--- config.mk ---
export PLATFORM = sky130hd
export DESIGN_NAME = scl_div_calc
export DESIGN_NICKNAME = d
export VERILOG_FILES = /design/src/rtl/scl_div_pkg.sv /design/src/rtl/scl_exp_search.sv /design/src/rtl/scl_ceil_shift.sv /design/src/rtl/scl_phase_pack.sv /design/src/rtl/scl_div_calc.sv
export SDC_FILE = /design/constraint.sdc
export NUM_CORES = 1
export LEC_CHECK = 0
export BUFFER_PORTS_ARGS = -buffer_cell sky130_fd_sc_hd__buf_2
export CAP_MARGIN = 20
export CORE_UTILIZATION = 45
export CTS_BUF_LIST = sky130_fd_sc_hd__clkbuf_2 sky130_fd_sc_hd__clkbuf_4 sky130_fd_sc_hd__clkbuf_8
export DETAILED_ROUTE_END_ITERATION = 10
export GPL_ROUTABILITY_DRIVEN = 0
export PLACE_DENSITY = 0.79
export SYNTH_ARGS = -nofsm -noshare
export SYNTH_HDL_FRONTEND = slang
export SYNTH_SLANG_ARGS = --single-unit
--- constraint.sdc ---
create_clock -name clk -period 2.8 [get_ports clk]
set_clock_uncertainty 0.1 [all_clocks]
set_input_delay 0.14 -clock clk [delete_from_list [all_inputs] [get_ports clk]]
set_output_delay 0.14 -clock clk [all_outputs]
set_load 0.02 [all_outputs]
--- src/rtl/scl_div_pkg.sv ---
package scl_div_pkg;

    // Exponent field: width and largest legal value
    localparam int EXP_W    = 4;
    localparam int EXP_LAST = 15;

    // Where the phase fields sit in the packed word
    localparam int HI_LSB   = 16;
    localparam int LO_LSB   = 12;
    localparam int WORD_W   = 32;

    typedef enum logic [1:0] {
        ST_IDLE,
        ST_SEARCH,
        ST_SHIFT,
        ST_DONE
    } calc_state_t;

endpackage

--- src/rtl/scl_exp_search.sv ---
module scl_exp_search
    import scl_div_pkg::*;
#(
    parameter int FIELD_W = 4,
    parameter int DIV_W   = 32
) (
    input  logic             clk,
    input  logic             rst_n,
    input  logic             load,
    input  logic             step,
    input  logic [DIV_W-1:0] div_in,
    output logic [DIV_W-1:0] norm_div,
    output logic [EXP_W-1:0] exp_val,
    output logic             fits,
    output logic             at_last
);

    localparam int PHASE_MAX = 2 ** (FIELD_W + 1);
    localparam int LIM_W     = DIV_W + EXP_LAST + FIELD_W + 2;

    logic [DIV_W-1:0] d_q;
    logic [EXP_W-1:0] e_q;
    logic [LIM_W-1:0] limit;

    // A zero divisor is normalised to one when it is loaded
    always_ff @(posedge clk or negedge rst_n) begin
        if (!rst_n) begin
            d_q <= '0;
            e_q <= '0;
        end else if (load) begin
            d_q <= (div_in == '0) ? DIV_W'(1) : div_in;
            e_q <= '0;
        end else if (step) begin
            e_q <= e_q + EXP_W'(1);
        end
    end

    // Largest divisor the current trial exponent can cover
    always_comb begin
        limit   = LIM_W'(PHASE_MAX) << e_q;
        fits    = (LIM_W'(d_q) <= limit);
        at_last = (e_q == EXP_W'(EXP_LAST));
    end

    assign norm_div = d_q;
    assign exp_val  = e_q;

endmodule

--- src/rtl/scl_ceil_shift.sv ---
module scl_ceil_shift
    import scl_div_pkg::*;
#(
    parameter int DIV_W  = 32,
    parameter int TICK_W = 6
) (
    input  logic              clk,
    input  logic              rst_n,
    input  logic              load,
    input  logic              step,
    input  logic [DIV_W-1:0]  val_in,
    input  logic [EXP_W-1:0]  cnt_in,
    output logic              drained,
    output logic [TICK_W-1:0] tick
);

    logic [DIV_W-1:0] v_q;
    logic [EXP_W-1:0] c_q;
    logic             sticky_q;

    // One bit right per cycle; any one that falls off forces round-up
    always_ff @(posedge clk or negedge rst_n) begin
        if (!rst_n) begin
            v_q      <= '0;
            c_q      <= '0;
            sticky_q <= 1'b0;
        end else if (load) begin
            v_q      <= val_in;
            c_q      <= cnt_in;
            sticky_q <= 1'b0;
        end else if (step && (c_q != '0)) begin
            v_q      <= v_q >> 1;
            sticky_q <= sticky_q | v_q[0];
            c_q      <= c_q - EXP_W'(1);
        end
    end

    assign drained = (c_q == '0);
    assign tick    = v_q[TICK_W-1:0] + TICK_W'(sticky_q);

endmodule

--- src/rtl/scl_phase_pack.sv ---
module scl_phase_pack
    import scl_div_pkg::*;
#(
    parameter int FIELD_W = 4,
    parameter int TICK_W  = 6
) (
    input  logic [TICK_W-1:0] tick,
    input  logic [EXP_W-1:0]  exp_val,
    input  logic              clamp,
    output logic [WORD_W-1:0] word
);

    logic [TICK_W-1:0]  t_eff;
    logic [TICK_W-1:0]  lo_cnt;
    logic [TICK_W-1:0]  hi_cnt;
    logic [FIELD_W-1:0] lo_f;
    logic [FIELD_W-1:0] hi_f;

    always_comb begin
        // Each phase needs at least one tick
        t_eff  = (tick < TICK_W'(2)) ? TICK_W'(2) : tick;
        // Odd counts give the extra tick to the low phase
        lo_cnt = (t_eff + TICK_W'(1)) >> 1;
        hi_cnt = t_eff >> 1;
        lo_f   = FIELD_W'(lo_cnt) - FIELD_W'(1);
        hi_f   = FIELD_W'(hi_cnt) - FIELD_W'(1);
    end

    // The chosen FIELD_W decides the clamp pattern and how many bits each field occupies
    generate
        if (FIELD_W >= 1 && FIELD_W <= 4) begin : g_pack
            always_comb begin
                word                     = '0;
                word[HI_LSB +: FIELD_W]  = clamp ? {FIELD_W{1'b1}} : hi_f;
                word[LO_LSB +: FIELD_W]  = clamp ? {FIELD_W{1'b1}} : lo_f;
                word[EXP_W-1:0]          = clamp ? EXP_W'(EXP_LAST) : exp_val;
            end
        end else begin : g_bad_width
            assign word = '0;
        end
    endgenerate

endmodule

--- src/rtl/scl_div_calc.sv ---
module scl_div_calc
    import scl_div_pkg::*;
#(
    parameter int FIELD_W = 4,
    parameter int DIV_W   = 32
) (
    input  logic              clk,
    input  logic              rst_n,
    input  logic              start,
    input  logic [DIV_W-1:0]  divisor,
    output logic [WORD_W-1:0] timing_word,
    output logic              clamped,
    output logic              done
);

    localparam int TICK_W = FIELD_W + 2;

    calc_state_t state_q, state_d;

    logic              srch_load, srch_step;
    logic              shf_load, shf_step;
    logic              fin_ok, fin_clamp;
    logic [DIV_W-1:0]  norm_div;
    logic [EXP_W-1:0]  exp_val;
    logic              fits, at_last, drained;
    logic [TICK_W-1:0] tick;
    logic [WORD_W-1:0] packed_word;
    logic [WORD_W-1:0] word_q;
    logic              clamp_q;

    scl_exp_search #(
        .FIELD_W (FIELD_W),
        .DIV_W   (DIV_W)
    ) u_search (
        .clk      (clk),
        .rst_n    (rst_n),
        .load     (srch_load),
        .step     (srch_step),
        .div_in   (divisor),
        .norm_div (norm_div),
        .exp_val  (exp_val),
        .fits     (fits),
        .at_last  (at_last)
    );

    scl_ceil_shift #(
        .DIV_W  (DIV_W),
        .TICK_W (TICK_W)
    ) u_shift (
        .clk     (clk),
        .rst_n   (rst_n),
        .load    (shf_load),
        .step    (shf_step),
        .val_in  (norm_div),
        .cnt_in  (exp_val),
        .drained (drained),
        .tick    (tick)
    );

    scl_phase_pack #(
        .FIELD_W (FIELD_W),
        .TICK_W  (TICK_W)
    ) u_pack (
        .tick    (tick),
        .exp_val (exp_val),
        .clamp   (fin_clamp),
        .word    (packed_word)
    );

    // State register
    always_ff @(posedge clk or negedge rst_n) begin
        if (!rst_n) state_q <= ST_IDLE;
        else        state_q <= state_d;
    end

    // Next state and datapath control
    always_comb begin
        state_d   = state_q;
        srch_load = 1'b0;
        srch_step = 1'b0;
        shf_load  = 1'b0;
        shf_step  = 1'b0;
        fin_ok    = 1'b0;
        fin_clamp = 1'b0;
        unique case (state_q)
            ST_IDLE: begin
                if (start) begin
                    srch_load = 1'b1;
                    state_d   = ST_SEARCH;
                end
            end
            ST_SEARCH: begin
                if (fits) begin
                    shf_load = 1'b1;
                    state_d  = ST_SHIFT;
                end else if (at_last) begin
                    fin_clamp = 1'b1;
                    state_d   = ST_DONE;
                end else begin
                    srch_step = 1'b1;
                end
            end
            ST_SHIFT: begin
                if (drained) begin
                    fin_ok  = 1'b1;
                    state_d = ST_DONE;
                end else begin
                    shf_step = 1'b1;
                end
            end
            ST_DONE: begin
                state_d = ST_IDLE;
            end
            default: begin
                state_d = ST_IDLE;
            end
        endcase
    end

    // Result registers load on entry to DONE
    always_ff @(posedge clk or negedge rst_n) begin
        if (!rst_n) begin
            word_q  <= '0;
            clamp_q <= 1'b0;
        end else if (fin_ok || fin_clamp) begin
            word_q  <= packed_word;
            clamp_q <= fin_clamp;
        end
    end

    // Outputs
    always_comb begin
        done        = (state_q == ST_DONE);
        timing_word = word_q;
        clamped     = clamp_q;
    end

endmodule

==> out/qor.yml, run 1 <==
power:
  p_switching_mw: 2.37
  power_mw: 6.09
  ir_worst_vdd_uv: 466
  power_frac_seq_pct: 34.4
  internal-power_mw: 3.72
  p_clk_share_pct: 14.2
  p_sw_share_pct: 38.9
  power_per_cell_area_mw_per_mm2: 875
  comb_power_share_pct: 51.4
  p_leak_nw: 3.26
final_layout:
  multiInputGateArea_mm2: 0.00305
  register_area_mm2: 0.00221
  antennaDiodeCount: 0
  syn2layout_area_growth_pct: 39.5
  drive_gt1_share_pct: 47.0
  final_area_mm2: 0.00696
  finalNonFillerCells: 736
  fillCellCount: 765
  nets: 661
  utilization_pct: 64.2
place:
  dp_hpwl_mm: 7.60
  place_ws_ps: -278
  dpl_cell_area_mm2: 0.00574
  numPlacedInstances: 656
  port_buffers: 48
yosys:
  ys_ff_latch: 88
  avgSynthCellArea_um2: 11.2
  syn_inst: 447
  synth_edf_count: 0
  synthArstFlopShare_pct: 100
  synthDistinctLibCells: 50
  synth-seq-area-share_pct: 44.2
  yosysWarnings: 0
  syn_area_mm2: 0.00499
  yosys_most_used_dff: "dfrtp_1"
die:
  start_util_pct: 46.0
  rows: 38
  die_area_mm2: 0.0115
  die_y_um: 107
  chipWidth_um: 107
  core_mm2: 0.0108
  io_pins: 69
routing:
  wl_per_cell_um: 16.4
  vias: 3902
  via_per_inst: 5.30
  drcViolationCount: 0
  drtIter0Drc: 95
  wirelength_mm: 12.1
  ant_nets: 0
  firstDrtPassIters: 5
sta:
  max_freq_ghz: 0.321
  drv_slew: 0
  holdWs_ps: 168
  setup_viol: 52
  period_share_pct: 111
  hold_viol: 0
  tns_ps: -8750
  rsz0062_at_grt: "true"
  finalCriticalPeriod_ps: 3120
  setup_ws_ps: -315
global_route:
  grt_pass1_vias: 4066
  grt_max_degree: 89
  grt_use_total_pct: 21.7
  overflow: 0
  grt_first_pass_wirelength_mm: 19.4
  antenna_found_initial: 0
run:
  max_cap_viol_count: 0
setup_path:
  reg2reg_slack_ps: -320
  cp_slowest_stage_delay_ps: 450
  reg2reg_to: "u_search.exp_val[3]"
  crit_path_top_delay_cell: "dfrtp_2"
  reg2reg_depth: 12
  reg2reg_from: "u_search.exp_val[0]"
  crit_path_end: "u_search.exp_val[3]"
  cp.required_ps: 3000
  path_cells: "buf_4, ha_4, nand3_1, ha_1, nand4_1, nor4_2, nand2_1, a31oi_4, buf_6, o211ai_4, or3_4, a21oi_2"
  cp-start-kind: "flip-flop"
  cp_max_fo: 5
  cp.arrival_ps: 3320
  cp-end-kind: "flip-flop"
  critPathLaunch: "u_search.exp_val[0]"
  criticalPathCategory: "reg -> reg"
clock_network:
  cts.path.max_buffers: 2
  clock_sinks: 88
  cts-root-buf: "clkbuf_8"
  htreeDepth: 3
  cts_tree: "done"
  tritoncts.num_buffers: 9
  clk_pin_slew_worst_paths_ps: 100
  clk-insertion-delay-late_ps: 390
run_status:
  violations: "negative setup slack"
  status: "finished, violations left"
hold_path:
  hold_path.class: "in -> async"
==> metal layers <==
layer / wire length (um) / global-route usage [%]
met5: 0 / 0
met3: 410 / 4.60
met4: 371 / 8.32
met1: 4890 / 24.1
met2: 6430 / 40.2
==> power by group through the flow <==
stage	clock [mW]	combinational (mW)	sequential [mW]
after global placement	0	2.32	2.04
after CTS	0.880	2.84	2.07
after floorplan	0	1.69	2.00
after global routing	0.928	3.41	2.13
after detailed placement	0	2.43	2.07
final	0.866	3.13	2.09
==> cell families after synthesis <==
| family | synth area share (%) |
|---|---|
| compound gates | 6.88 |
| other cells | 0.0752 |
| simple gates | 12.1 |
| mux | 19.6 |
| fa+ha+maj | 8.78 |
| flops | 44.2 |
| buf+inv | 6.35 |
| xor+xnor | 2.11 |
==> critical path, delay by kind of cell (launching register included) <==
kind            cells  cell delay [ps]
simple gates        5             1190
buf+inv             2              310
fa+ha+maj           2              470
flops               1              450
compound gates      3              510
==> what timing repair did <==
| action | CTS | global route |
|---|---|---|
| cloned | 1 | 2 |
| endpoints found under the setup margin | 56 | 56 |
| setup buffers | 15 | 11 |
| pin swaps | 26 | 17 |
| hold buffers | 34 | 0 |
| resized for setup | 56 | 34 |
| hold endpoints to repair | 120 | 0 |
==> how the worst min path moves through the flow <==
stage / start / end / slack, ps / cells after the start
floorplan: rst_n / clamped / -260 / 0
global placement: rst_n / u_search.norm_div[24] / 290 / 1
detailed placement: divisor[12] / u_search.norm_div[12] / 290 / 2
CTS: clamped / clamped / 390 / 2
global route: rst_n / u_search.norm_div[13] / 190 / 2
finish: rst_n / u_search.norm_div[15] / 170 / 2
==> cell type report <==
type / count / share of cell area [%]
Tap cell: 140 / 2.52
Clock buffer: 10 / 1.98
Inverter: 14 / 0.827
Multi-Input combinational cell: 323 / 43.8
Clock inverter: 6 / 0.702
Timing Repair Buffer: 155 / 18.4
Sequential cell: 88 / 31.7
==> layout by cell type (no fill, tap or decap), drive strengths merged, types with 2 or more instances in the layout <==
master	instances
o21ai	8
nand2	38
xnor2	8
xor2	4
nand4	4
inv	19
o211ai	11
buf	120
conb	20
a41oi	2
clkbuf	11
nor2	29
nor4	13
nor3	3
dlygate4sd3	34
dfrtp	88
and2	3
and3	2
mux2	76
mux2i	12
or3	2
nand3	15
a21oi	14
ha	35
nand2b	6
==> flip-flops by register name (all words and copies together) (netlist names) <==
register,flops
u_search.norm_div,32
u_shift.v_q,32
timing_word,12
u_search.exp_val,4
u_shift.c_q,4
state_q,2
clamped,1
u_shift.sticky_q,1
==> cells in the mapped netlist, types with 10 or more instances <==
cell / n / area (um2)
dfrtp_1: 88 / 2200
mux2_2: 71 / 800
nand2_1: 38 / 143
ha_1: 35 / 438
nor2_1: 29 / 109
buf_4: 21 / 158
a21oi_1: 14 / 70.1
inv_1: 14 / 52.6
nand3_1: 14 / 70.1
nor4_1: 13 / 81.3
mux2i_1: 12 / 120
o211ai_1: 10 / 75.1
No activity file was read; power rests on OpenSTA's default activity.
==> run 2: changes to the inputs <==
--- a/config.mk
+++ b/config.mk
@@ -12,6 +12,7 @@
 export DETAILED_ROUTE_END_ITERATION = 10
 export GPL_ROUTABILITY_DRIVEN = 0
 export PLACE_DENSITY = 0.79
+export SETUP_SLACK_MARGIN = 0.4
 export SYNTH_ARGS = -nofsm -noshare
 export SYNTH_HDL_FRONTEND = slang
 export SYNTH_SLANG_ARGS = --single-unit
==> run 2 against run 1 <==
Effect of this change: the flow still finishes with violations (negative setup slack); hold slack worse by 140 ps; worst setup slack worse by 1.2 ps; total power is 1.7% lower; maximum frequency hardly changed; final cell count is 2.2% lower; clock power is 2% higher; critical endpoint is now u_shift.v_q[13]; largest power group unchanged; highest routed layer unchanged.
==> out/qor.yml, run 2 (same netlist as run 1, synthesis figures left out) <==
run_status:
  status: "finished, violations left"  # unchanged
  violations: "negative setup slack"  # unchanged
setup_path:
  cp.arrival_ps: 3260  # was 3320 ps
  cp-end-kind: "flip-flop"  # unchanged
  reg2reg_from: "u_search.exp_val[1]"  # was u_search.exp_val[0]
  cp-start-kind: "flip-flop"  # unchanged
  reg2reg_depth: 13  # was 12
  cp.required_ps: 2940  # was 3000 ps
  cp_max_fo: 5  # unchanged
  criticalPathCategory: "reg -> reg"  # unchanged
  reg2reg_slack_ps: -320  # about the same
  reg2reg_to: "u_shift.v_q[13]"  # was u_search.exp_val[3]
hold_path:
  min-delay-start: "start"
  hold_path.class: "in -> reg"  # was in -> async
  whs_path_depth: 4
  hold_end: "u_search.norm_div[0]"
routing:
  drtIter0Drc: 147  # was 95
  wl_per_cell_um: 17.0  # was 16.4 um
  ant_nets: 0  # unchanged
  drcViolationCount: 0  # unchanged
  vias: 3908  # was 3902
  via_per_inst: 5.43  # was 5.30
  wirelength_mm: 12.2  # was 12.1 mm
  firstDrtPassIters: 4  # was 5
sta:
  drv_slew: 0  # unchanged
  hold_viol: 0  # unchanged
  setup_ws_ps: -316  # was -315 ps
  max_freq_ghz: 0.321  # about the same
  finalCriticalPeriod_ps: 3120  # about the same
  rsz0062_at_grt: "true"  # unchanged
  tns_ps: -12910  # was -8750 ps
  relSlewSlack_pct: 62.1
  worst_pin_slew_ps: 569
  setup_viol: 56  # was 52
  period_share_pct: 111  # about the same
final_layout:
  final_area_mm2: 0.00685  # was 0.00696 mm2
  drive_gt1_share_pct: 45.5  # was 47.0%
  syn2layout_area_growth_pct: 37.5  # was 39.5%
  final_common_cell: "dfrtp_1"  # unchanged
  fillCellCount: 808  # was 765
  antennaDiodeCount: 0  # unchanged
  final_cell_mix: "dfrtp_1, mux2_2, buf_2, buf_4, nand2_1"  # was dfrtp_1, buf_4, mux2_2, buf_2, dlygate4sd3_1
  nets: 646  # was 661
die:
  rows: 38  # unchanged
  chipWidth_um: 107  # unchanged
  start_util_pct: 46.0  # unchanged
  core_mm2: 0.0108  # unchanged
  die_area_mm2: 0.0115  # unchanged
  io_pins: 69  # unchanged
  die_y_um: 107  # unchanged
global_route:
  grt_first_pass_wirelength_mm: 19.7  # was 19.4 mm
  grt_pass1_vias: 4139  # was 4066
  overflow: 0  # unchanged
  grt_use_total_pct: 22.1  # was 21.7%
  grt_max_degree: 89  # unchanged
  antenna_found_initial: 0  # unchanged
clock_network:
  cts_tree: "done"  # unchanged
  clk_pin_slew_worst_paths_ps: 90  # was 100 ps
  clock_sinks: 88  # unchanged
  tritoncts.num_buffers: 9  # unchanged
  htreeDepth: 3  # unchanged
  cts-root-buf: "clkbuf_8"  # unchanged
  cts.path.max_buffers: 2  # unchanged
  clk-insertion-delay-late_ps: 350  # was 390 ps
power:
  power_mw: 5.98  # was 6.09 mW
  ir_worst_vdd_uv: 460  # was 466 uV
  power_per_cell_area_mw_per_mm2: 873  # was 875 mW/mm2
  p_leak_nw: 3.13  # was 3.26 nW
run:
  max_cap_viol_count: 0  # unchanged
place:
  dp_hpwl_mm: 7.66  # was 7.60 mm
  dpl_cell_area_mm2: 0.00576  # was 0.00574 mm2
  port_buffers: 48  # unchanged
## run 2: worst max-delay path by stage
stage	from	endpoint	slack, ps	cells after the start
after floorplan	u_shift.v_q[0]	timing_word[15]	-90	13
after global placement	u_search.exp_val[0]	u_shift.v_q[15]	-250	11
after detailed placement	u_search.exp_val[0]	u_shift.v_q[10]	-260	12
after CTS	u_search.exp_val[1]	u_shift.v_q[0]	-180	12
after global routing	u_search.exp_val[1]	u_shift.v_q[13]	-400	13
final	u_search.exp_val[1]	u_shift.v_q[13]	-320	13
## run 2: per-layer routing
layer | wire length [um] | GRT usage, % | share of wire (%)
met5 | 0 | 0 | 0
met4 | 344 | 9.39 | 2.8
met3 | 427 | 3.75 | 3.5
met2 | 6670 | 41.3 | 55
met1 | 4790 | 24.7 | 39
## run 2: layout make-up
| cell class | count | area, um2 | area share (%) |
|---|---|---|---|
| Multi-Input combinational cell | 323 | 3000 | 43.8 |
| Inverter | 14 | 57.6 | 0.840 |
| Sequential cell | 88 | 2210 | 32.2 |
| Clock inverter | 6 | 70.1 | 1.02 |
| Timing Repair Buffer | 140 | 1220 | 17.8 |
| Clock buffer | 9 | 124 | 1.81 |
| Tap cell | 140 | 175 | 2.56 |
## run 2: timing repair
| item | 4_1_cts | 5_1_grt |
|---|---|---|
| setup buffers | 13 | 2 |
| hold buffers | 33 | 0 |
| setup endpoints to repair | 56 | 56 |
| resized for setup | 43 | 22 |
| endpoints found under the hold margin | 120 | 0 |
| pin swaps | 19 | 13 |
| gates cloned | 4 | 1 |
## run 2: power by group
| part | total (mW) | internal, mW | switching, mW |
|---|---|---|---|
| logic | 2.99 | 1.56 | 1.43 |
| clock network | 0.884 | 0.412 | 0.472 |
| registers | 2.10 | 1.68 | 0.423 |
| total | 5.98 | 3.65 | 2.33 |
## run 2: per-stage QoR
stage / instances / hold slack, ps / util (%) / setup slack, ps
global route: 720 / 66.1 / 63.2 / -395
detailed placement: 651 / 294 / 53.2 / -260
global placement: 651 / 289 / 53.2 / -254
CTS: 716 / 0.105 / 62.0 / -182
finish: 720 / 23.6 / 63.2 / -316
floorplan: 466 / -256 / - / -91.4
## run 2: critical path, cell delays in order (launching register included)
cell and delay, ps:
dfrtp_2 480, inv_4 110, ha_4 170, nand3_1 90
ha_1 290, nand4_1 150, nor4_2 370, buf_4 170
and2_4 140, a31oi_4 50, nor3b_4 230, buf_6 190
clkbuf_16 170, mux2_4 290
==> run 3: changes to the inputs <==
--- a/config.mk
+++ b/config.mk
@@ -5,6 +5,7 @@
 export SDC_FILE = /design/constraint.sdc
 export NUM_CORES = 1
 export LEC_CHECK = 0
+export ABC_AREA = 1
 export BUFFER_PORTS_ARGS = -buffer_cell sky130_fd_sc_hd__buf_2
 export CAP_MARGIN = 20
 export CORE_UTILIZATION = 45
==> run 3 against run 2 <==
Effect of this change: the run now ends clean; area after synthesis grew 3.0%; global-route usage grew 1.8 points; total power is 18% higher; die area rose by 3.0%; non-clock buffer count shrank 8; register-to-register slack better by 420 ps; critical path type unchanged; first-iteration DRC count grew 130%; via count grew 22%; worst setup slack better by 420 ps.
==> out/qor.yml, run 3 <==
setup_path:
  reg2reg_depth: 16  # was 13
  cp-start-kind: "flip-flop"  # unchanged
  crit_buf_inv: 5  # was 4
  reg2reg_from: "u_search.exp_val[0]"  # was u_search.exp_val[1]
  cp_max_fo: 8  # was 5
  crit_path_top_delay_cell: "dfrtp_2"  # unchanged
  cp.required_ps: 2970  # was 2940 ps
  path_cells: "inv_4, ha_4, buf_6, nand2_4, ha_4, nand4_1, nor2_1, nand2_1, nand2_2, nand2_4, nand2_8, buf_6, buf_12, nand3_2, o21ai_1, inv_1"  # was inv_4, ha_4, nand3_1, ha_1, nand4_1, nor4_2, buf_4, and2_4, a31oi_4, nor3b_4, buf_6, clkbuf_16, mux2_4
  cp.arrival_ps: 2870  # was 3260 ps
  cp-end-kind: "flip-flop"  # unchanged
  cp_slowest_stage_delay_ps: 480  # about the same
  criticalPathCategory: "reg -> reg"  # unchanged
  reg2reg_slack_ps: 100  # was -320 ps
  reg2reg_to: "u_shift.v_q[1]"  # was u_shift.v_q[13]
  crit_family: "simple AND/OR/NAND/NOR gates"  # unchanged
yosys:
  ys_top_cells_by_count: "nand2_1, dfrtp_1, inv_1"  # was dfrtp_1, mux2_2, nand2_1
  yosysTopAreaCell: "dfrtp_1"  # unchanged
  yosys.area.top_type_share_pct: 42.9  # was 44.2%
  avgSynthCellArea_um2: 7.94  # was 11.2 um2
  syn_inst: 647  # was 447
  ys_ff_latch: 88  # unchanged
  yosysMostFrequentCell: "nand2_1"  # was dfrtp_1
  yosys_most_used_dff: "dfrtp_1"  # unchanged
  synthDistinctLibCells: 37  # was 50
  netlist_top_cells_area: "dfrtp_1, nand2_1, ha_1, inv_1, nand3_1"  # was dfrtp_1, mux2_2, ha_1, buf_4, nand2_1
  synthArstFlopShare_pct: 100  # unchanged
  synth_edf_count: 0  # unchanged
  synth-seq-area-share_pct: 42.9  # was 44.2%
  syn_area_mm2: 0.00514  # was 0.00499 mm2
  yosysWarnings: 0  # unchanged
hold_path:
  hold_end: "state_q[0]"  # was u_search.norm_div[0]
  hold_path.class: "in -> reg"  # unchanged
  whs_path_depth: 5  # was 4
  min-delay-start: "start"  # unchanged
sta:
  finalCriticalPeriod_ps: 2700  # was 3120 ps
  period_share_pct: 96.3  # was 111%
  drv_slew: 0  # unchanged
  relSlewSlack_pct: 53.9  # was 62.1%
  holdWs_ps: 111  # was 23.6 ps
  hold_viol: 0  # unchanged
  setup_viol: 0  # was 56
  worst_pin_slew_ps: 689  # was 569 ps
  max_freq_ghz: 0.371  # was 0.321 GHz
  rsz0062_at_grt: "true"  # unchanged
power:
  ir_worst_vdd_uv: 748  # was 460 uV
  internal-power_mw: 3.91  # was 3.65 mW
  comb_power_share_pct: 55.3  # was 50.1%
  power_frac_seq_pct: 31.8  # was 35.2%
  p_leak_nw: 3.64  # was 3.13 nW
  power_per_cell_area_mw_per_mm2: 1020  # was 873 mW/mm2
  p_switching_mw: 3.15  # was 2.33 mW
  p_clk_share_pct: 12.9  # was 14.8%
  p_sw_share_pct: 44.6  # was 38.9%
clock_network:
  clk_pin_slew_worst_paths_ps: 90  # about the same
  cts_tree: "done"  # unchanged
  clock_sinks: 88  # unchanged
  cts.path.max_buffers: 2  # unchanged
  cts-root-buf: "clkbuf_8"  # unchanged
  htreeDepth: 3  # unchanged
  clk-insertion-delay-late_ps: 370  # was 350 ps
  tritoncts.num_buffers: 9  # unchanged
final_layout:
  fillCellCount: 846  # was 808
  antennaDiodeCount: 0  # unchanged
  drive_gt1_share_pct: 30.6  # was 45.5%
  syn2layout_area_growth_pct: 35.0  # was 37.5%
  final_cell_mix: "nand2_1, dfrtp_1, inv_1, buf_2, nand3_1"  # was dfrtp_1, mux2_2, buf_2, buf_4, nand2_1
  final_common_cell: "nand2_1"  # was dfrtp_1
  nets: 836  # was 646
  utilization_pct: 63.2  # about the same
die:
  io_pins: 69  # unchanged
  start_util_pct: 46.8  # was 46.0%
  die_area_mm2: 0.0118  # was 0.0115 mm2
  core_mm2: 0.0110  # was 0.0108 mm2
  chipWidth_um: 109  # was 107 um
  rows: 38  # unchanged
  die_y_um: 109  # was 107 um
global_route:
  grt_pass1_vias: 4626  # was 4139
  grt_use_total_pct: 23.9  # was 22.1%
  antenna_found_initial: 0  # unchanged
  overflow: 0  # unchanged
  grt_max_degree: 46  # was 89
  grt_first_pass_wirelength_mm: 21.7  # was 19.7 mm
routing:
  wl_per_cell_um: 15.6  # was 17.0 um
  firstDrtPassIters: 5  # was 4
  drcViolationCount: 0  # unchanged
  ant_nets: 0  # unchanged
  via_per_inst: 5.24  # was 5.43
  vias: 4773  # was 3908
  drtIter0Drc: 341  # was 147
  wirelength_mm: 14.2  # was 12.2 mm
place:
  port_buffers: 48  # unchanged
  dp_hpwl_mm: 7.44  # was 7.66 mm
run_status:
  status: "finished, final reports clean"  # was finished, violations left
run:
  max_cap_viol_count: 0  # unchanged
==> run 3: cell count changes in the layout (fill, tap and decap cells not counted), moves of 22 or more <==
cell and change:
nand2_1 +112, inv_1 +67, mux2_2 -51, nand3_1 +32
o21ai_0 +32, mux2_4 -22, nand2_2 +22
==> run 3: layer usage <==
metal / GRT usage [%] / share of wire [%] / up-vias / routed length [um]
met3: 4.36 / 4.9 / 54 / 690
met5: 0 / 0 / - / 0
met4: 11.5 / 4.6 / 0 / 652
met2: 42.3 / 51 / 175 / 7160
li1: - / - / 2278 / -
met1: 27.9 / 40 / 2266 / 5680
==> run 3: worst min-delay path, delay by kind of cell <==
kind	cells	cell delay [ps]
simple gates	1	90
compound gates	2	150
buf+inv	2	170
==> run 3: logic make-up (layout without fill, tap and decap cells) <==
kind of cell	after synthesis	count (layout)	share of synthesized area, %
AOI/OAI and AO/OA	90	90	9.13
DFF	88	88	42.9
other	1	20	0.0730
xor gates and xnor gates	5	5	0.852
and+or+nand+nor	292	293	25.5
adders and majority gates	35	35	8.52
muxes	3	3	0.658
buffers and inverters	133	237	12.4
==> run 3: power by group through the flow <==
stage          combinational [mW]  clock (mW)  sequential (mW)
2_1_floorplan                1.94           0             2.12
3_3_place_gp                 2.51           0             2.17
3_5_place_dp                 2.57           0             2.18
4_1_cts                      3.16       0.919             2.19
5_1_grt                      4.30       0.973             2.30
6_report                     3.90       0.913             2.25
==> run 3: final cells by class <==
cell class	count	area (um2)	share of cell area, %
clock buffers	10	131	1.89
clock inverters	6	68.8	0.992
inverters	88	347	5.00
multi-input cells	446	2930	42.2
flip-flops and latches	88	2210	31.8
well taps	140	175	2.52
repair buffers	132	1080	15.5
repair inverters	1	6.26	0.0902
==> run 3: worst max-delay path by stage <==
stage	startpoint	to	slack, ps	cells after the start
2_1_floorplan	u_shift.v_q[0]	timing_word[14]	400	18
3_5_place_dp	u_search.exp_val[0]	u_shift.v_q[13]	20	14
5_1_grt	u_search.exp_val[0]	u_shift.v_q[1]	-5	19
6_report	u_search.exp_val[0]	u_shift.v_q[1]	100	16
3_3_place_gp	u_search.exp_val[0]	u_shift.v_q[15]	100	14
4_1_cts	u_search.exp_val[1]	u_shift.v_q[8]	310	14
==> run 3: timing repair <==
action,in CTS,in global routing
cloned,4,0
buffers inserted,25,9
resized for setup,83,58
hold buffers,34,0
setup endpoints to repair,56,56
pin swaps,25,23
endpoints found under the hold margin,75,0
==> run 3: through the flow <==
step | cell area (um2) | setup WS (ps) | total power [mW] | setup TNS (ps) | cells
after floorplan | 5220 | 403 | 4.07 | 0 | 666
after global placement | 5470 | 103 | 4.67 | 0 | 823
after detailed placement | 5470 | 19.8 | 4.75 | 0 | 823
after CTS | 6600 | 313 | 6.27 | 0 | 902
after global routing | 6940 | -4.97 | 7.57 | -7.28 | 911
final | 6940 | 105 | 7.06 | 0 | 911
